### src/rtl/ssl_pkg.sv
package ssl_pkg;
  localparam int BCNT_W    = 24;
  localparam int HDR_BYTES = 4;
  localparam logic [7:0] SYNC_BYTE = 8'hFF;
  localparam logic [3:0] HDR_TAG   = 4'h2;

  typedef enum logic [2:0] {
    ERR_NONE     = 3'd0,
    ERR_NO_SYNC  = 3'd1,
    ERR_HDR_BAD  = 3'd2,
    ERR_SHORT    = 3'd3,
    ERR_CLR_NACK = 3'd4,
    ERR_STUCK    = 3'd5
  } err_e;

  typedef enum logic [3:0] {
    S_IDLE, S_SCAN_RD, S_SCAN_CAP, S_HDR_RD, S_HDR_CAP, S_SIZE, S_PROG,
    S_CLR_WAIT, S_SH_RD, S_SH_CAP, S_SH_RUN, S_DONE_WAIT, S_FIN
  } st_e;
endpackage

### src/rtl/ssl_tick_timer.sv
module ssl_tick_timer #(
  parameter int LIMIT = 50
) (
  input  logic clk_i,
  input  logic rst_ni,
  input  logic run_i,
  input  logic tick_i,
  output logic expired_o
);
  localparam int CNT_W = $clog2(LIMIT + 1);
  localparam logic [CNT_W-1:0] LIM = CNT_W'(LIMIT);

  logic [CNT_W-1:0] cnt_q;

  always_ff @(posedge clk_i or negedge rst_ni) begin
    if (!rst_ni)                    cnt_q <= '0;
    else if (!run_i)                cnt_q <= '0;
    else if (tick_i && cnt_q != LIM) cnt_q <= cnt_q + 1'b1;
  end

  assign expired_o = run_i && (cnt_q == LIM);
endmodule

### src/rtl/ssl_bit_shifter.sv
module ssl_bit_shifter #(
  parameter int WORD_W = 8,
  parameter int HI_CYC = 2
) (
  input  logic              clk_i,
  input  logic              rst_ni,
  input  logic              load_i,
  input  logic [WORD_W-1:0] data_i,
  output logic              cclk_o,
  output logic              din_o,
  output logic              last_o
);
  // per bit: setup low, HI_CYC high, trailing low
  localparam int PH_N  = HI_CYC + 2;
  localparam int PH_W  = $clog2(PH_N);
  localparam int BIT_W = $clog2(WORD_W);

  logic [PH_W-1:0]   ph_q;
  logic [BIT_W-1:0]  bit_q;
  logic [WORD_W-1:0] sh_q;
  logic              act_q;
  logic              ph_end, word_end;

  assign ph_end   = (ph_q == PH_W'(PH_N - 1));
  assign word_end = (bit_q == BIT_W'(WORD_W - 1));

  always_ff @(posedge clk_i or negedge rst_ni) begin
    if (!rst_ni) begin
      ph_q  <= '0;
      bit_q <= '0;
      sh_q  <= '0;
      act_q <= 1'b0;
    end else if (load_i) begin
      ph_q  <= '0;
      bit_q <= '0;
      sh_q  <= data_i;
      act_q <= 1'b1;
    end else if (act_q) begin
      if (ph_end) begin
        ph_q <= '0;
        if (word_end) begin
          act_q <= 1'b0;
          sh_q  <= '0;
        end else begin
          bit_q <= bit_q + 1'b1;
          sh_q  <= {sh_q[WORD_W-2:0], 1'b0};
        end
      end else begin
        ph_q <= ph_q + 1'b1;
      end
    end
  end

  assign cclk_o = act_q && (ph_q != '0) && (ph_q <= PH_W'(HI_CYC));
  assign din_o  = act_q && sh_q[WORD_W-1];
  assign last_o = act_q && ph_end && word_end;
endmodule

### src/rtl/ssl_loader.sv
module ssl_loader
  import ssl_pkg::*;
#(
  parameter int ADDR_W    = 12,
  parameter int CLEAR_MS  = 50,
  parameter int SETTLE_MS = 100
) (
  input  logic              clk_i,
  input  logic              rst_ni,
  input  logic              start_i,
  input  logic [ADDR_W-1:0] img_len_i,
  output logic [ADDR_W-1:0] mem_addr_o,
  input  logic [7:0]        mem_rdata_i,
  input  logic              tick_i,
  output logic              cfg_en_o,
  output logic              cfg_prog_n_o,
  output logic              cfg_cclk_o,
  output logic              cfg_din_o,
  input  logic              cfg_done_i,
  output logic              busy_o,
  output logic              fin_o,
  output logic              pass_o,
  output logic [2:0]        err_o
);
  localparam int CNT_BYTE_W = BCNT_W - 3;
  localparam int SUM_W = ((ADDR_W > CNT_BYTE_W) ? ADDR_W : CNT_BYTE_W) + 1;
  localparam int HK_W  = $clog2(HDR_BYTES);

  st_e               st_q;
  err_e              err_q;
  logic              pass_q;
  logic [ADDR_W-1:0] idx_q, sync_q, len_q;
  logic [HK_W-1:0]   hk_q;
  logic [BCNT_W-1:0] bcnt_q;
  logic [SUM_W-1:0]  need_w;
  logic              clr_exp, set_exp, sh_last;

  assign need_w = SUM_W'(sync_q) + SUM_W'(bcnt_q >> 3);

  ssl_tick_timer #(.LIMIT(CLEAR_MS)) i_clr_tmr (
    .clk_i, .rst_ni, .run_i(st_q == S_CLR_WAIT), .tick_i, .expired_o(clr_exp)
  );

  ssl_tick_timer #(.LIMIT(SETTLE_MS)) i_set_tmr (
    .clk_i, .rst_ni, .run_i(st_q == S_DONE_WAIT), .tick_i, .expired_o(set_exp)
  );

  ssl_bit_shifter #(.WORD_W(8), .HI_CYC(2)) i_shf (
    .clk_i, .rst_ni,
    .load_i (st_q == S_SH_CAP),
    .data_i (mem_rdata_i),
    .cclk_o (cfg_cclk_o),
    .din_o  (cfg_din_o),
    .last_o (sh_last)
  );

  always_ff @(posedge clk_i or negedge rst_ni) begin
    if (!rst_ni) begin
      st_q   <= S_IDLE;
      err_q  <= ERR_NONE;
      pass_q <= 1'b0;
      idx_q  <= '0;
      sync_q <= '0;
      len_q  <= '0;
      hk_q   <= '0;
      bcnt_q <= '0;
    end else begin
      unique case (st_q)
        S_IDLE: if (start_i) begin
          idx_q  <= '0;
          len_q  <= img_len_i;
          pass_q <= 1'b0;
          err_q  <= ERR_NONE;
          st_q   <= S_SCAN_RD;
        end
        S_SCAN_RD: begin
          if (idx_q >= len_q) begin
            err_q <= ERR_NO_SYNC;
            st_q  <= S_FIN;
          end else st_q <= S_SCAN_CAP;
        end
        S_SCAN_CAP: begin
          idx_q <= idx_q + 1'b1;
          if (mem_rdata_i == SYNC_BYTE) begin
            sync_q <= idx_q;
            hk_q   <= '0;
            st_q   <= S_HDR_RD;
          end else st_q <= S_SCAN_RD;
        end
        S_HDR_RD: st_q <= S_HDR_CAP;
        S_HDR_CAP: begin
          unique case (hk_q)
            2'd0: bcnt_q[23:20] <= mem_rdata_i[3:0];
            2'd1: bcnt_q[19:12] <= mem_rdata_i;
            2'd2: bcnt_q[11:4]  <= mem_rdata_i;
            default: bcnt_q[3:0] <= mem_rdata_i[7:4];
          endcase
          if (hk_q == '0 && mem_rdata_i[7:4] != HDR_TAG) begin
            err_q <= ERR_HDR_BAD;
            st_q  <= S_FIN;
          end else if (hk_q == HK_W'(HDR_BYTES - 1)) begin
            st_q <= S_SIZE;
          end else begin
            hk_q  <= hk_q + 1'b1;
            idx_q <= idx_q + 1'b1;
            st_q  <= S_HDR_RD;
          end
        end
        S_SIZE: begin
          if (need_w > SUM_W'(len_q)) begin
            err_q <= ERR_SHORT;
            st_q  <= S_FIN;
          end else st_q <= S_PROG;
        end
        S_PROG: st_q <= S_CLR_WAIT;
        S_CLR_WAIT: if (clr_exp) begin
          if (cfg_done_i) begin
            err_q <= ERR_CLR_NACK;
            st_q  <= S_FIN;
          end else begin
            idx_q <= sync_q;
            st_q  <= S_SH_RD;
          end
        end
        S_SH_RD:  st_q <= S_SH_CAP;
        S_SH_CAP: st_q <= S_SH_RUN;
        S_SH_RUN: if (sh_last) begin
          if (idx_q + 1'b1 == len_q) st_q <= S_DONE_WAIT;
          else begin
            idx_q <= idx_q + 1'b1;
            st_q  <= S_SH_RD;
          end
        end
        S_DONE_WAIT: if (set_exp) begin
          pass_q <= cfg_done_i;
          err_q  <= cfg_done_i ? ERR_NONE : ERR_STUCK;
          st_q   <= S_FIN;
        end
        default: st_q <= S_IDLE;
      endcase
    end
  end

  assign mem_addr_o   = idx_q;
  assign cfg_en_o     = (st_q != S_IDLE);
  assign cfg_prog_n_o = (st_q != S_PROG);
  assign busy_o       = (st_q != S_IDLE);
  assign fin_o        = (st_q == S_FIN);
  assign pass_o       = pass_q;
  assign err_o        = err_q;
endmodule

### config.mk
export PLATFORM = sky130hd
export DESIGN_NAME = ssl_loader
export DESIGN_NICKNAME = d
export VERILOG_FILES = /design/src/rtl/ssl_pkg.sv /design/src/rtl/ssl_tick_timer.sv /design/src/rtl/ssl_bit_shifter.sv /design/src/rtl/ssl_loader.sv
export SDC_FILE = /design/constraint.sdc
export NUM_CORES = 1
export LEC_CHECK = 0
export BUFFER_PORTS_ARGS = -buffer_cell sky130_fd_sc_hd__buf_2
export CORE_UTILIZATION = 40
export DETAILED_ROUTE_END_ITERATION = 16
export GPL_TIMING_DRIVEN = 0
export REMOVE_ABC_BUFFERS = 1
export SLEW_MARGIN = 0
export SYNTH_ARGS = -nofsm -noshare
export SYNTH_HDL_FRONTEND = slang
export SYNTH_SLANG_ARGS = --single-unit
### constraint.sdc
create_clock -name clk_i -period 8.8 [get_ports clk_i]
set_input_delay 0.88 -clock clk_i [delete_from_list [all_inputs] [get_ports clk_i]]
set_output_delay 0.88 -clock clk_i [all_outputs]
set_load 0.02 [all_outputs]
== Word level (Yosys, flattened, before mapping) ==
Index checks and enable logic that the tools add are counted.
Widths: inputs -> output; s select.
Word-level totals
  register bits: 97
  input port bits: 25
  output and inout port bits: 22
  logic and storage cells: 158
Cells by class
  add/sub/neg operators: 7
  order comparisons: 3
  equal/unequal tests: 41
  multiplexer cells: 55
  bitwise logic cells: 1
  reduce and logical (&&, ||, !) cells: 34
Operators with widths (count)
  $mux 12: 7
  $pmux 12 s5: 1
  $pmux 4 s12: 1
  $mux 3: 14
  $mux 8: 4
  $mux 4: 7
  $ne 2x2->1 const B: 14
  $add 12x21->22: 1
  $gt 22x12->1: 1
  $eq 4x4->1 const B: 5
  $pmux 3 s6: 1
  $eq 4x3->1 const B: 4
  $mux 2: 8
  $reduce_and 8->1: 2
  $mux 7: 2
  $reduce_and 2->1: 7
  $add 12x1->12 const B: 1
  $eq 12x12->1: 1
  $ge 12x12->1: 1
  $mux 6: 2
  $logic_and 1x1->1: 10
  $reduce_bool 2->1: 5
  $eq 4x2->1 const B: 2
  $eq 8x8->1 const B: 1
  28 further kinds: 39

== Longest topological paths before layout ==
Gate-level depths: netlist of run 1.
  word-level depth: 5
  gate-level depth with buffers: 18
  depth with buffers taken out: 18

== By module ==
A second synthesis of run 1 with hierarchy kept.
Unflattened totals
  cell total of the unflattened synthesis: 729
  area total of the unflattened synthesis: 6777.8 um2
Modules (own cells, without submodules)
  ssl_loader: instances 1, cells an instance 568, area an instance 5148.7 um2, seq. area each 1676.6 um2
  ssl_bit_shifter: instances 1, cells an instance 74, area an instance 762.0 um2, seq. area each 350.3 um2
  ssl_tick_timer (i_set_tmr): instances 1, cells an instance 48, area an instance 476.7 um2, seq. area each 175.2 um2
  ssl_tick_timer (i_clr_tmr): instances 1, cells an instance 39, area an instance 390.4 um2, seq. area each 150.1 um2

== Worst setup path before layout of run 1 ==
No wires, ideal clock.
  kind: reg-to-reg
  from: reg sync_q[0]
  to: reg err_q[2] (netlist: err_o[2])
  setup time: 128 ps
  arrival: 3671 ps
  data required time: 8672 ps
  setup slack: 5002 ps
  stages on the path, launching flop included: 19
  path buffers: 0
  period minus slack after synthesis: 3798 ps
  cell sequence: dfrtp_1 > ha_1 > fa_1 > a211oi_1 > o21ai_0 > nand3_1 > and2_1 > o21bai_1 > a21oi_1 > xnor2_1 > ha_1 > nand2_1 > o21ai_0 > a2111oi_0 > nor3_1 > nor3_1 > nor4b_4 > a21o_2 > mux2_1
Between the ends
  longest elaborated chain between the ends: 4
Ends and longest elaborated chain
  from (decl): line ssl_loader.sv:32  | logic [ADDR_W-1:0] idx_q, sync_q, len_q;
  from (signal assigned): line ssl_loader.sv:85  | sync_q <= idx_q;
  $add 12x21->22: line ssl_loader.sv:38  | assign need_w = SUM_W'(sync_q) + SUM_W'(bcnt_q >> 3);
  $gt 22x12->1: line ssl_loader.sv:110  | if (need_w > SUM_W'(len_q)) begin
  $ne 2x2->1 (no line)
  $reduce_and 8->1 (no line)
  to (signal assigned): line ssl_loader.sv:136  | err_q <= cfg_done_i ? ERR_NONE : ERR_STUCK;
  to (decl): line ssl_loader.sv:30  | err_e err_q;
Every way passes these cells.
A chain may end at the register's enable or synchronous reset.

== Worst setup path after layout of run 1 ==
Ends and elaborated chain as after synthesis.

==> flow_metrics.tcl, run 1 <==
set metrics [dict create \
    cts_inserted_buffers 9 \
    yosys-top-cells-count "dfrtp_1 (94), nand2_1 (74), ha_1 (50)" \
    worst-setup-path-type "register to register" \
    slew_viol_final 0 \
    cts_buffer_depth 2 \
    start_kind "register" \
    routed_wl_um 15400 \
    max_freq_mhz 220 \
    die_x_um 128 \
    antenna_found_initial 0 \
    place_congestion 0.875 \
    row_count 45 \
    io_buffers 46 \
    postSynthCellCount 677 \
    final_area_sq_um 7080 \
    area_growth_pct 10.8 \
    crit_arrival_ps 4790 \
    cts-htree-levels 3 \
    hold_viol_final 0 \
    via_per_inst 5.64 \
    power.density_nw_per_um2 295 \
    grt_max_degree 67 \
    post_cts_resize_count 0 \
    syn_avg_cell_area_sq_um 9.44 \
    fin_tns_setup_ps 0 \
    first_pass_iters 5 \
    final_core_util_pct 46.1 \
    final_nets 783 \
    fin_skew_ps 8.01 \
    power.static_leakage_nw 3.15 \
    clockRootBuffer "clkbuf_16" \
    critPathMaxFanout 3 \
    worst_pin_slew_ps 904 \
    relSlewSlack_pct 39.7 \
    cts_sinks 94 \
    worstSetupEndpointType "register" \
    reg2reg_depth 18 \
    hpwl_um 11300 \
    core_area_sq_um 15400 \
    via_count 5205 \
    die_y_um 128 \
    grt_overflow 0 \
    path_depth 18 \
    synth_area_sq_um 6390 \
    dieArea_sq_um 16500 \
    outcome "finished, final reports clean" \
    setup_violations 0 \
    synth_seq_area_share_pct 36.8 \
    ioPinCount 47 \
    layout-drive-gt1-share_pct 18.4 \
    cp.required_ps 9040 \
    path_buf_inv 0 \
    grt_first_pass_wirelength_um 25700 \
    synth_warnings 0 \
    cp_cell_sequence "ha_1 > fa_1 > a211oi_1 > o21ai_0 > nand3_1 > and2_1 > o21bai_1 > a21oi_1 > xnor2_1 > ha_1 > nand2_1 > o21ai_0 > a2111oi_0 > nor3_1 > nor3_1 > nor4b_4 > a21o_2 > mux2_1" \
    hold_buffers 0 \
    drt_iter0_markers 391 \
    synth_top_cell_area_share_pct 36.8 \
    routedWlPerCell_um 16.7 \
    ir_worst_vdd_mv 0.149 \
    grt_pass1_vias 5105 \
    yosys.area.top_type "dfrtp_1" \
    synth_enable_flop_cells 0 \
    drc 0 \
    r2r_slack_ps 4250 \
    netlist_top_cells_area "dfrtp_1 (37%), ha_1 (9.8%), mux2_2 (7.8%)" \
    initial_core_util_pct 41.6 \
    ys.flop_type "dfrtp_1" \
    place_inst 907 \
    synth.distinct_cells 70 \
    tritoncts "yes" \
    drv_cap 0 \
    clock_latency_ps 360 \
    ys_async_sr_fraction_pct 100 \
    diodes 0 \
    synth_most_common_cell "dfrtp_1" \
    timing.final.crit_share_pct 51.7 \
    min_period_ps 4550 \
    cts_setup_buffers 0 \
    clk_pin_slew_ps 80 \
    final_cell_count_no_fill 923 \
    dpl-instance-area_sq_um 6780 \
    hold_class "input port to async pin" \
    crit_slowest_cell "fa_1" \
    gr-usage-all-layers_pct 19.8 \
    critPathTopFamily "compound AO/OA/AOI/OAI gates" \
    rsz0062_at_grt "false" \
    crit_path_max_incr_delay_ps 440 \
    ys_ff_latch 94 \
    ant_nets 0 \
]
final timing paths:
| path | endpoint | startpoint |
|---|---|---|
| min | mem_addr_o[6] | rst_ni |
| max reg2reg | err_o[2] | sync_q[0] |
| max in group asynchronous | hk_q[0] | rst_ni |
| max | err_o[2] | sync_q[0] |
| min in group clk_i | pass_o | pass_o |
| min reg2reg | pass_o | pass_o |
power by group:
| part | leakage, nW | internal, W | switching (W) |
|---|---|---|---|
| Clock | 0.137 | 0.000198 | 0.000191 |
| Combinational | 1.82 | 0.000419 | 0.000545 |
| Sequential | 1.19 | 0.000566 | 0.000168 |
| Total | 3.15 | 0.00118 | 0.000904 |
layout make-up:
type	instances	area [sq um]
clock buffers	9	225
well taps	211	264
flip-flops and latches	94	2350
multi-input cells	517	3760
fillers	1449	8290
repair buffers	49	277
clock inverters	7	68.8
inverters	36	135
kinds of logic after synthesis:
logic type	share of synthesized area, %
and+or+nand+nor	18.2
buffers and inverters	4.58
DFF	36.8
AOI/OAI and AO/OA	16.8
muxes	8.24
adders and majority gates	10.1
xor gates and xnor gates	5.29
cells in the final DEF, fill, tap and decap left out, types with 9 or more instances in the layout:
master	count
a22o_1	9
a21o_1	9
nand4_1	20
o31ai_1	11
nand2_1	74
ha_1	50
clkbuf_16	9
a21oi_1	41
xor2_1	15
inv_1	35
xnor2_1	21
nand3_1	17
o21ai_0	33
mux2_2	44
dfrtp_1	94
nor3_1	12
buf_2	46
nor2_1	39
worst reg2reg max path: stages, from the launching register on:
cell	delay, ps
dfrtp_1	400
ha_1	240
fa_1	440
a211oi_1	370
o21ai_0	200
nand3_1	120
and2_1	170
o21bai_1	70
a21oi_1	170
xnor2_1	160
ha_1	270
nand2_1	60
o21ai_0	110
a2111oi_0	340
nor3_1	150
nor3_1	230
nor4b_4	390
a21o_2	230
mux2_1	330
sequential cells by signal, indices dropped and copies added, names as in the netlist:
signal / count
len_q: 12
i_shf.bit_q: 3
i_shf.ph_q: 2
i_clr_tmr.cnt_q: 6
pass_o: 1
i_shf.act_q: 1
mem_addr_o: 12
err_o: 3
i_set_tmr.cnt_q: 7
sync_q: 12
i_shf.sh_q: 8
hk_q: 2
st_q: 4
bcnt_q: 21
through the flow:
| step | setup WS (ps) | total power, W | hold WS [ps] |
|---|---|---|---|
| CTS | 4280 | 0.00209 | 458 |
| global placement | 4370 | 0.00164 | 482 |
| detailed placement | 4320 | 0.00169 | 497 |
| global route | 3990 | 0.00226 | 479 |
| floorplan | 5000 | 0.00142 | 454 |
| finish | 4250 | 0.00209 | 449 |
metal layers:
layer	track usage, %	routed length (um)	share of wire, %
met1	25.3	7080	46
met2	34.2	7520	49
met3	3.74	593	3.8
met4	5.40	248	1.6
met5	0	0	0
(Power assumes the default switching activity.)
==> inputs of run 2 (changes only) <==
- clock period: 8.8 -> 3.8 ns (I/O delays scaled with it)
==> run 2 against run 1 <==
  * The flow now finishes with violations (setup timing)
  * Routed wire length rose by 8.1%
  * Count of clock-buffer cells in the layout did not move
  * Final area rose by 7.0%
  * Utilization rose by 3.2 points
  * Via count rose by 4.8%
  * Critical endpoint unchanged
  * Largest cell class unchanged
  * Largest power group unchanged
==> flow_metrics.tcl, run 2 (synthesis gave the netlist of run 1 again) <==
set metrics [dict create \
    ant_nets 0 \
    final_nets 822 \
    first_pass_iters 6 \
    diodes 0 \
    power.static_leakage_nw 3.35 \
    outcome "complete, but fails checks" \
    worstSetupEndpointType "register" \
    grt_max_degree 67 \
    fin_skew_ps 8.85 \
    largest_register "bcnt_q" \
    holdPathStages 2 \
    power.internal_w 0.00284 \
    worst-setup-path-type "register to register" \
    crit_arrival_ps 4330 \
    tritoncts "yes" \
    slew_viol_final 0 \
    io_buffers 46 \
    start_kind "register" \
    pwr-share-clk_pct 17.8 \
    dieArea_sq_um 16500 \
    relSlewSlack_pct 28.7 \
    critPathTopFamily "buffers and inverters" \
    grt_pass1_vias 5319 \
    cp_cell_sequence "ha_4 > o21a_1 > o21ai_4 > nor4_4 > o21bai_1 > buf_4 > buf_4 > buf_4 > buf_4 > buf_4 > buf_4 > buf_4 > buf_4 > buf_4 > buf_4 > buf_4 > buf_4 > a31oi_4 > nor4b_4 > buf_4 > a21o_4 > mux2_4" \
    place_inst 907 \
    hpwl_um 11300 \
    fin_tns_setup_ps -896 \
    drt_iter0_markers 455 \
    via_per_inst 5.67 \
    max_freq_mhz 245 \
    cts_inserted_buffers 9 \
    gr-usage-all-layers_pct 20.9 \
    cp.required_ps 4040 \
    clk_pin_slew_ps 80 \
    via_count 5457 \
    path_buf_inv 13 \
    place_congestion 0.875 \
    hold_viol_final 0 \
    switching_share_pct 43.9 \
    timing.final.crit_share_pct 108 \
    power_frac_comb_pct 48.4 \
    grt_first_pass_wirelength_um 27100 \
    p_sw_w 0.00223 \
    clock_latency_ps 360 \
    layout_common_cells "dfrtp_1 (91), nand2_1 (72), buf_2 (46)" \
    largest_register_ffs 21 \
    area_growth_pct 18.5 \
    cp_common_cell "buf_4" \
    worst_hold_slack_ps 250 \
    initial_core_util_pct 41.6 \
    cts_buffer_depth 2 \
    worst_pin_slew_ps 1040 \
    drv_cap 0 \
    routed_wl_um 16700 \
    clockRootBuffer "clkbuf_16" \
    ioPinCount 47 \
    final_cell_count_no_fill 962 \
    core_area_sq_um 15400 \
    power.density_nw_per_um2 669 \
    antenna_found_initial 0 \
    final.setup.worst_slack_ps -289 \
    ir_worst_vdd_mv 0.377 \
    die_x_um 128 \
    crit_slowest_cell "dfrtp_2" \
    drc 0 \
    min_period_ps 4090 \
    seqPwrFrac_pct 33.8 \
    reg2reg_depth 22 \
    setup_violations 5 \
    final_common_cell "dfrtp_1" \
    layout-drive-gt1-share_pct 26.1 \
    rsz0062_at_grt "true" \
    path_depth 22 \
    routedWlPerCell_um 17.3 \
    hold_class "input port to register" \
    crit_path_max_incr_delay_ps 450 \
    violations "setup timing" \
    r2r_slack_ps -290 \
    cts_sinks 94 \
    cts-htree-levels 3 \
    critPathMaxFanout 4 \
    row_count 45 \
    grt_overflow 0 \
    die_y_um 128 \
]
-- run 2: worst reg2reg max path, stage by stage (launching register included) --
cell and delay, ps:
dfrtp_2 450, ha_4 300, o21a_1 180, o21ai_4 100, nor4_4 330, o21bai_1 170, buf_4 170, buf_4 130
buf_4 130, buf_4 130, buf_4 120, buf_4 120, buf_4 120, buf_4 120, buf_4 120, buf_4 120
buf_4 120, buf_4 130, a31oi_4 160, nor4b_4 70, buf_4 170, a21o_4 220, mux2_4 290
-- run 2: stage by stage --
step	instance area (sq um)	util (%)	worst slack (ps)	power, W
5_1_grt	7570	49.3	-393	0.00547
3_5_place_dp	6780	44.1	-684	0.00392
2_1_floorplan	6230	-	1.82	0.00329
6_report	7570	49.3	-289	0.00507
4_1_cts	7440	48.4	-224	0.00495
3_3_place_gp	6730	43.8	-627	0.00380
-- run 2: metal layers --
layer / share of wire [%] / GRT usage [%] / vias to the layer above
met1: 44 / 26.5 / 2676
met3: 5.0 / 3.95 / 32
met5: 0 / 0 / -
met2: 49 / 36.2 / 168
li1: - / - / 2581
met4: 2.2 / 5.95 / 0
-- run 2: layout make-up --
class                      count  area [sq um]
clock buffer                   9           225
clock inverter                 7          68.8
fill                        1409          7800
inverter                      36           135
multi-input combinational    517          3940
sequential                    94          2360
tap                          211           264
timing repair buffer          88           587
-- run 2: power groups by stage --
| stage | sequential, W | clock [W] | combinational (W) |
|---|---|---|---|
| 2_1_floorplan | 0.00163 | 0 | 0.00166 |
| 3_3_place_gp | 0.00169 | 0 | 0.00211 |
| 3_5_place_dp | 0.00171 | 0 | 0.00221 |
| 4_1_cts | 0.00170 | 0.000928 | 0.00233 |
| 5_1_grt | 0.00176 | 0.000964 | 0.00275 |
| 6_report | 0.00172 | 0.000902 | 0.00245 |
-- run 2: timing repair --
action / in CTS / in global routing
endpoints found under the hold margin: 28 / 0
hold buffers: 1 / 0
pin swaps: 22 / 21
setup endpoints to repair: 5 / 5
buffers inserted: 37 / 5
gates resized for setup: 21 / 21
-- run 2: worst paths after layout --
| check | start | endpoint |
|---|---|---|
| min in group asynchronous | rst_ni | mem_addr_o[6] |
| worst min-delay path | img_len_i[5] | len_q[5] |
| worst min register to register | pass_o | pass_o |
| max in group asynchronous | rst_ni | hk_q[0] |
| worst max register to register | sync_q[3] | err_o[2] |
| worst max-delay path | sync_q[3] | err_o[2] |
